--- config.mk ---
export PLATFORM = sky130hd
export DESIGN_NAME = camSearch
export DESIGN_NICKNAME = d
export VERILOG_FILES = /design/src/rtl/camSearchPkg.sv /design/src/rtl/camSearchCtrl.sv /design/src/rtl/camSearchDp.sv /design/src/rtl/camSearch.sv
export SDC_FILE = /design/constraint.sdc
export NUM_CORES = 1
export LEC_CHECK = 0
export BUFFER_PORTS_ARGS = -buffer_cell sky130_fd_sc_hd__buf_2
export CAP_MARGIN = 10
export CORE_UTILIZATION = 52
export CTS_CLUSTER_DIAMETER = 60
export DETAILED_ROUTE_END_ITERATION = 16
export PLACE_DENSITY = 0.85
export SLEW_MARGIN = 25
export SYNTH_ARGS = -nofsm -noshare
export SYNTH_HDL_FRONTEND = slang
export SYNTH_SLANG_ARGS = --single-unit
--- constraint.sdc ---
create_clock -name clk -period 3.1 [get_ports clk]
set_input_delay 0.31 -clock clk [delete_from_list [all_inputs] [get_ports clk]]
set_output_delay 0.31 -clock clk [all_outputs]
set_load 0.005 [all_outputs]
--- src/rtl/camSearchPkg.sv ---
package camSearchPkg;
  typedef struct packed {
    logic load;    // accept new command, capture key and mask
    logic scan;    // compare the entry currently addressed
    logic finish;  // last compare, publish result
  } ctrlStrobeT;
endpackage

--- src/rtl/camSearchCtrl.sv ---
module camSearchCtrl
  import camSearchPkg::*;
#(
  parameter int DEPTH = 16,
  localparam int ADDR_W = $clog2(DEPTH)
) (
  input  logic              clk,
  input  logic              rstN,
  input  logic              cmdStart,
  output logic              busy,
  output logic [ADDR_W-1:0] idx,
  output ctrlStrobeT        strobes
);
  localparam logic [ADDR_W-1:0] LAST = ADDR_W'(DEPTH - 1);

  always_ff @(posedge clk) begin
    if (!rstN) begin
      busy <= 1'b0;
      idx  <= '0;
    end else if (!busy && cmdStart) begin
      busy <= 1'b1;
      idx  <= '0;
    end else if (busy) begin
      if (idx == LAST) busy <= 1'b0;
      idx <= idx + 1'b1;
    end
  end

  always_comb begin
    strobes.load   = !busy && cmdStart;
    strobes.scan   = busy;
    strobes.finish = busy && (idx == LAST);
  end
endmodule

--- src/rtl/camSearchDp.sv ---
module camSearchDp
  import camSearchPkg::*;
#(
  parameter int KEY_W = 64
) (
  input  logic             clk,
  input  logic             rstN,
  input  ctrlStrobeT       strobes,
  input  logic [KEY_W-1:0] keyIn,
  input  logic [KEY_W-1:0] maskIn,
  input  logic [KEY_W-1:0] tblData,
  input  logic             tblValid,
  input  logic             irqEnBit,
  output logic             matchFlag,
  output logic [KEY_W-1:0] ioWrData,
  output logic             ioWrEn,
  output logic             done,
  output logic             irq
);
  logic [KEY_W-1:0] keyQ, maskQ, hitData;
  logic             hitSeen, matchNow, hitAny;
  logic [KEY_W-1:0] resultData;

  always_comb begin
    matchNow   = strobes.scan && tblValid && (((tblData ^ keyQ) & ~maskQ) == '0);
    hitAny     = hitSeen || matchNow;
    resultData = hitSeen ? hitData : tblData;
  end

  always_ff @(posedge clk) begin
    if (!rstN) begin
      keyQ      <= '0;
      maskQ     <= '0;
      hitData   <= '0;
      hitSeen   <= 1'b0;
      matchFlag <= 1'b0;
      ioWrData  <= '0;
      ioWrEn    <= 1'b0;
      done      <= 1'b0;
      irq       <= 1'b0;
    end else begin
      done   <= strobes.finish;
      irq    <= strobes.finish && irqEnBit;
      ioWrEn <= 1'b0;
      if (strobes.load) begin
        keyQ    <= keyIn;
        maskQ   <= maskIn;
        hitSeen <= 1'b0;
      end
      if (matchNow && !hitSeen) begin
        hitSeen <= 1'b1;
        hitData <= tblData;
      end
      if (strobes.finish) begin
        matchFlag <= hitAny;
        if (hitAny) begin
          ioWrData <= resultData;
          ioWrEn   <= 1'b1;
        end
      end
    end
  end
endmodule

--- src/rtl/camSearch.sv ---
module camSearch
  import camSearchPkg::*;
#(
  parameter int DEPTH   = 16,
  parameter int REG_W   = 16,
  parameter int IRQ_W   = 8,
  parameter int IRQ_BIT = 2,
  localparam int ADDR_W = $clog2(DEPTH),
  localparam int KEY_W  = 4 * REG_W
) (
  input  logic              clk,
  input  logic              rstN,
  input  logic              cmdStart,
  input  logic [REG_W-1:0]  ioIn0,
  input  logic [REG_W-1:0]  ioIn1,
  input  logic [REG_W-1:0]  ioIn2,
  input  logic [REG_W-1:0]  ioIn3,
  input  logic [KEY_W-1:0]  maskIn,
  input  logic [IRQ_W-1:0]  irqEn,
  output logic [ADDR_W-1:0] tblAddr,
  input  logic [KEY_W-1:0]  tblData,
  input  logic              tblValid,
  output logic              busy,
  output logic              done,
  output logic              irq,
  output logic              matchFlag,
  output logic              ioWrEn,
  output logic [REG_W-1:0]  ioOut0,
  output logic [REG_W-1:0]  ioOut1,
  output logic [REG_W-1:0]  ioOut2,
  output logic [REG_W-1:0]  ioOut3
);
  ctrlStrobeT       strobes;
  logic [KEY_W-1:0] keyWord, wrWord;

  assign keyWord = {ioIn3, ioIn2, ioIn1, ioIn0};
  assign {ioOut3, ioOut2, ioOut1, ioOut0} = wrWord;

  camSearchCtrl #(.DEPTH(DEPTH)) ctrl_i (
    .clk(clk), .rstN(rstN), .cmdStart(cmdStart),
    .busy(busy), .idx(tblAddr), .strobes(strobes)
  );

  camSearchDp #(.KEY_W(KEY_W)) dp_i (
    .clk(clk), .rstN(rstN), .strobes(strobes),
    .keyIn(keyWord), .maskIn(maskIn),
    .tblData(tblData), .tblValid(tblValid), .irqEnBit(irqEn[IRQ_BIT]),
    .matchFlag(matchFlag), .ioWrData(wrWord), .ioWrEn(ioWrEn),
    .done(done), .irq(irq)
  );
endmodule

Yosys cells after proc, flatten, opt, wreduce, memory -nomap -nowiden. Cells that the tools add are included.

Multiplexer cells: 7. Eq/ne operators: 1. Add/subtract/negate cells: 1. Bitwise operators: 4. Reductions and logical operators: 14.

Operators by type and width (count): $and A64 B64 Y64 (1); $logic_not A64 Y1 (1); $mux W64 (1); $not A64 Y64 (1); $xor A64 B64 Y64 (1); $logic_and A1 B1 Y1 (6); $mux W1 (6); $add A4 B1 Y4 const B (1); $eq A4 B4 Y1 const B (1); $reduce_and A2 Y1 (2); $logic_not A1 Y1 (2); $reduce_bool A2 Y1 (1); $reduce_or A2 Y1 (1); $logic_or A1 B1 Y1 (1); $not A1 Y1 (1).

Flip-flop bits (word level): 266. Word-level logic and storage cells: 38. Output and inout bits: 73.

Depth between registers and ports, before layout.
Depth after elaboration: 6. Gate-level depth with buffers: 9. Depth with buffers taken out: 7.

Hierarchy. Synthesis repeated with hierarchy kept, for this count alone.

Cell total of the unflattened synthesis: 1648. Area total of the unflattened synthesis: 13874.6 um^2.

By module, submodules not included: camSearchDp (area each 13618.1 um^2, cells each 1623, times used 1, sequential area each 5225.0 um^2); camSearchCtrl (area each 256.5 um^2, cells each 25, times used 1, sequential area each 100.1 um^2).

Least setup slack after synthesis. Ideal clock, no wire load.

Path kind: in2reg. From: input port tblData[37]. To: register dp_i.hitData[0]. Path buffers: 2. Cell stages on the path: 8. Library setup time: 0.072 ns. Path slack: 0.757 ns. Arrival: 2.272 ns. Path through: xnor2_1 o22ai_1 or4_1 or3_4 nor4_1 buf_2 buf_4 mux2i_1.

Cells in the longest elaborated chain, start to end: 5.

RTL lines: start, declared (line camSearch.sv:21) `input logic [KEY_W-1:0] tblData,`; $xor A64 B64 Y64 (line camSearchDp.sv:25) `matchNow = strobes.scan && tblValid && (((tblData ^ keyQ) & ~maskQ) == '0);`; $and A64 B64 Y64 (line camSearchDp.sv:25); $logic_not A64 Y1 (line camSearchDp.sv:25); $logic_and A1 B1 Y1 (line camSearchDp.sv:25); $logic_and A1 B1 Y1 (line camSearchDp.sv:50) `if (matchNow && !hitSeen) begin`; end signal, assigned (line camSearchDp.sv:52) `hitData <= tblData;`; end, declared (line camSearchDp.sv:20) `logic [KEY_W-1:0] keyQ, maskQ, hitData;`.

Every way passes these cells. A chain may end at the register's enable or synchronous reset.

Final worst setup path.
From: register dp_i.keyQ[23]. To: register dp_i.ioWrData[32].

Cells in the longest elaborated chain, start to end: 6.

RTL lines: start, declared (line camSearchDp.sv:20); start signal, assigned (line camSearchDp.sv:46) `keyQ <= keyIn;`; $xor A64 B64 Y64 (line camSearchDp.sv:25); $and A64 B64 Y64 (line camSearchDp.sv:25); $logic_not A64 Y1 (line camSearchDp.sv:25); $logic_and A1 B1 Y1 (line camSearchDp.sv:25); $logic_or A1 B1 Y1 (line camSearchDp.sv:26) `hitAny = hitSeen || matchNow;`; $reduce_and A2 Y1 (no source line); end signal, assigned (line camSearchDp.sv:57) `ioWrData <= resultData;`; end, declared (line camSearchDp.sv:15) `output logic [KEY_W-1:0] ioWrData,`.

Every way passes these cells.

==> metrics.md <==
| Metric | Value |
|---|---|
| Mapped Nets | 1,994 |
| Iter 0 DRT Violations | 1,453 |
| CP Capture Type | flip-flop |
| Seq cells post-synth | 266 |
| Fill cells | 2,156 |
| Synthesis-to-finish area growth | 19.14% |
| Switching power | 0.001947 W |
| H-Tree Depth | 1 |
| Yosys warns | 0 |
| Period utilization | 90.21% |
| Flop pwr share | 45.4% |
| Cell Rows | 59 |
| CP max stage delay | 0.59 ns |
| I/O pin count | 277 |
| Synth Flop Type | dfxtp_1 |
| RSZ-0062 raised after global routing | false |
| Area of the multi-input gates | 7765 sq um |
| Initial antenna violation count | 9 |
| Leak | 6.397 nW |
| Core footprint | 25,980 sq um |
| Int Pwr | 0.005934 W |
| Switching Share | 24.70% |
| Vias in the first global route | 12.13k |
| Slew Limit Headroom | 54.35% |
| Status | finished, final reports clean |
| Cts repair resizes | 0 |
| Most used cell, CP | or4_1 |
| Avg Synthesized Cell Area | 7.689 sq um |
| Initial Util | 52.94% |
| Post-synth cell types | 31 |
| Setup Crit Path Kind | flip-flop to flip-flop |
| Bufs on Longest Clock Path | 3 |
| DIE AREA | 27,110 sq um |
| Highest Clock Rate | 0.3576 GHz |
| Total Power | 0.007881 W |
| Synth Cell Area | 13,760 sq um |
| # setup viols final | 0 |
| PortBufs | 269 |
| Part of the Yosys area used for sequential elements | 38.71% |
| Final ANT Viol Nets | 0 |
| Die X-Extent | 164.6 um |
| Clock buffer count from CTS | 30 |
| CTS tree | done |
| Hold Vio Cnt, Final | 0 |
| Post-layout min period | 2.796 ns |
| Worst hold path type | primary input to flip-flop |
| Cell Chain, Critical Path | xnor2_1 > o22ai_1 > or4_1 > or3_4 > buf_4 > or4_1 > nand3_1 |
| Critical path's top delay family | simple AND/OR/NAND/NOR gates |
| Most common cell after layout, fill and taps aside | nand2_1 |
| Total of max-cap violations | 0 |
| Routed WL | 41,830 um |
| Gr usage total | 29.71% |
| Clock power share | 45.0% |
| Clk_lat worst skew | 0.56 ns |
| WL/cell | 17.97 um |
| Share of layout cells above drive strength 1 | 21.10% |
| Gr ovfl total | 0 |
| Worst VDD drop | 0.3367 mV |
| Slew @ Worst Pin | 0.6848 ns |
| R2R Setup Slk | 0.30 ns |
| Post-synth EDFFs | 0 |
| Async S/R FF share, synth | 0% |
| DPL Wire Length | 28,730 um |
| Fin. max-slew vios | 0 |
| CP startpoint kind | flip-flop |
| Largest net degree at the start of global routing | 105 |
| Vias | 13.60k |
| Total Nets Final | 2,167 |
| Number of vias per cell | 5.846 |
| Post-Synthesis Cells | 1,789 |
| Crit path buf inv count | 1 |
| PD cells | 480.9 nW/um^2 |
| Critical path's slowest cell | or4_1 |
| CTS root buffer | clkbuf_16 |
| Setup Total Neg Slack | 0 ns |
| Gpl congestion | 0.8787 |
| Combinational share of power | 9.6% |
| Most frequent cells in the layout | nand2_1, buf_2, dfxtp_1, a21boi_0, nand3_1 |
| Storage cell area | 5329 sq um |
| Drt drc | 0 |
| Final Skew | 0.01756 ns |
| Initial DRT Pass Iterations | 6 |
| Clock sink total | 266 |
| Chip height | 164.6 um |
| First-pass GRT wire length | 63,500 um |
| CP Max Fanout | 70 |
| Clk slew on worst S/H paths | 0.06 ns |
| Arr. time, crit path | 3.28 ns |
| CP required | 3.59 ns |
path summary, 6_finish.rpt:
path,cells past startpoint,endpoint,startpoint
max,7,dp_i.ioWrData[32],dp_i.keyQ[23]
min,3,dp_i.keyQ[6],ioIn0[6]
max reg2reg,7,dp_i.ioWrData[32],dp_i.keyQ[23]
min reg2reg,2,dp_i.maskQ[25],dp_i.maskQ[25]
cell families (layout without fill, tap and decap cells):
group                    after synthesis  in the layout  synth area share, %
AND/OR/NAND/NOR                      797            797                26.18
AO/OA/AOI/OAI                        357            357                15.64
flip-flops                           266            266                38.71
buffers and inverters                172            364                5.139
multiplexers                         129            129                9.969
XOR/XNOR                              67             67                4.266
adder cells (fa/ha/maj)                1              1              0.09094
other                                  0             11                    0
worst reg2reg max path: cells and delay by family (launching register included):
kind            cells  cell delay [ns]
flops               1             0.32
buf+inv             1             0.34
compound gates      1             0.12
simple gates        4             1.67
xor+xnor            1             0.30
sequential cells by signal, indices dropped and copies added (netlist names):
name,flops
dp_i.hitData,64
ctrl_i.idx,4
dp_i.ioWrData,64
dp_i.maskQ,64
dp_i.hitSeen,1
dp_i.ioWrEn,1
dp_i.done,1
dp_i.keyQ,64
dp_i.irq,1
dp_i.matchFlag,1
ctrl_i.busy,1
metal layers:
metal / share of wire [%] / vias to the layer above / GRT usage [%]
met4: 4.1 / 0 / 13.18
li1: - / 6573 / -
met2: 45 / 628 / 45.49
met5: 0 / - / 0
met1: 43 / 6301 / 41.18
met3: 8.1 / 101 / 4.520
stage by stage:
stage	utilization [%]	hold WS [ns]	std cells	cell area, sq um	worst slack, ns
6_report	63.07	0.009174	2327	16390	0.3035
5_1_grt	63.05	0.0005438	2325	16380	0.1991
4_1_cts	62.96	0.00008987	2316	16360	0.3005
3_5_place_dp	58.79	0.4560	2254	15280	0.1836
3_3_place_gp	58.79	0.4496	2254	15280	0.2537
2_1_floorplan	-	0.4436	1789	13760	0.7566
what timing repair did:
item	in CTS	in global routing
setup buffers	0	0
hold endpoints to repair	11	0
hold buffers	11	0
cells in the mapped netlist, types with 2 or more instances:
master	n	area share, %
nand2_1	451	12
dfxtp_1	266	39
clkbuf_1	148	4.0
nand3_1	129	4.7
a21boi_0	128	7.0
o21ai_0	104	3.8
nor2_1	72	2.0
nand4_1	66	3.0
a21oi_1	65	2.4
mux2i_1	65	4.7
or4_1	65	3.5
xnor2_1	65	4.1
mux2_2	64	5.2
o22ai_1	31	1.4
o21ai_1	27	0.98
buf_1	11	0.30
nor4_1	7	0.32
buf_4	6	0.33
buf_6	5	0.41
nor2b_1	2	0.091
xor2_1	2	0.13
power groups by stage:
stage               Sequential, W  Clock, W  Combinational, W
detailed placement        0.00365         0          0.000729
CTS                       0.00358   0.00356          0.000747
global route              0.00359   0.00372          0.000816
global placement          0.00365         0          0.000718
finish                    0.00358   0.00355          0.000754
floorplan                 0.00363         0          0.000409
layout make-up:
cell class / instances / share of cell area [%]
multi-input cells: 1351 / 47.38
flip-flops and latches: 266 / 32.52
repair buffers: 312 / 11.41
clock buffers: 41 / 5.268
well taps: 335 / 2.558
clock inverters: 10 / 0.6795
diodes: 11 / 0.1680
inverters: 1 / 0.02290
No activity file was read; power rests on OpenSTA's default activity.
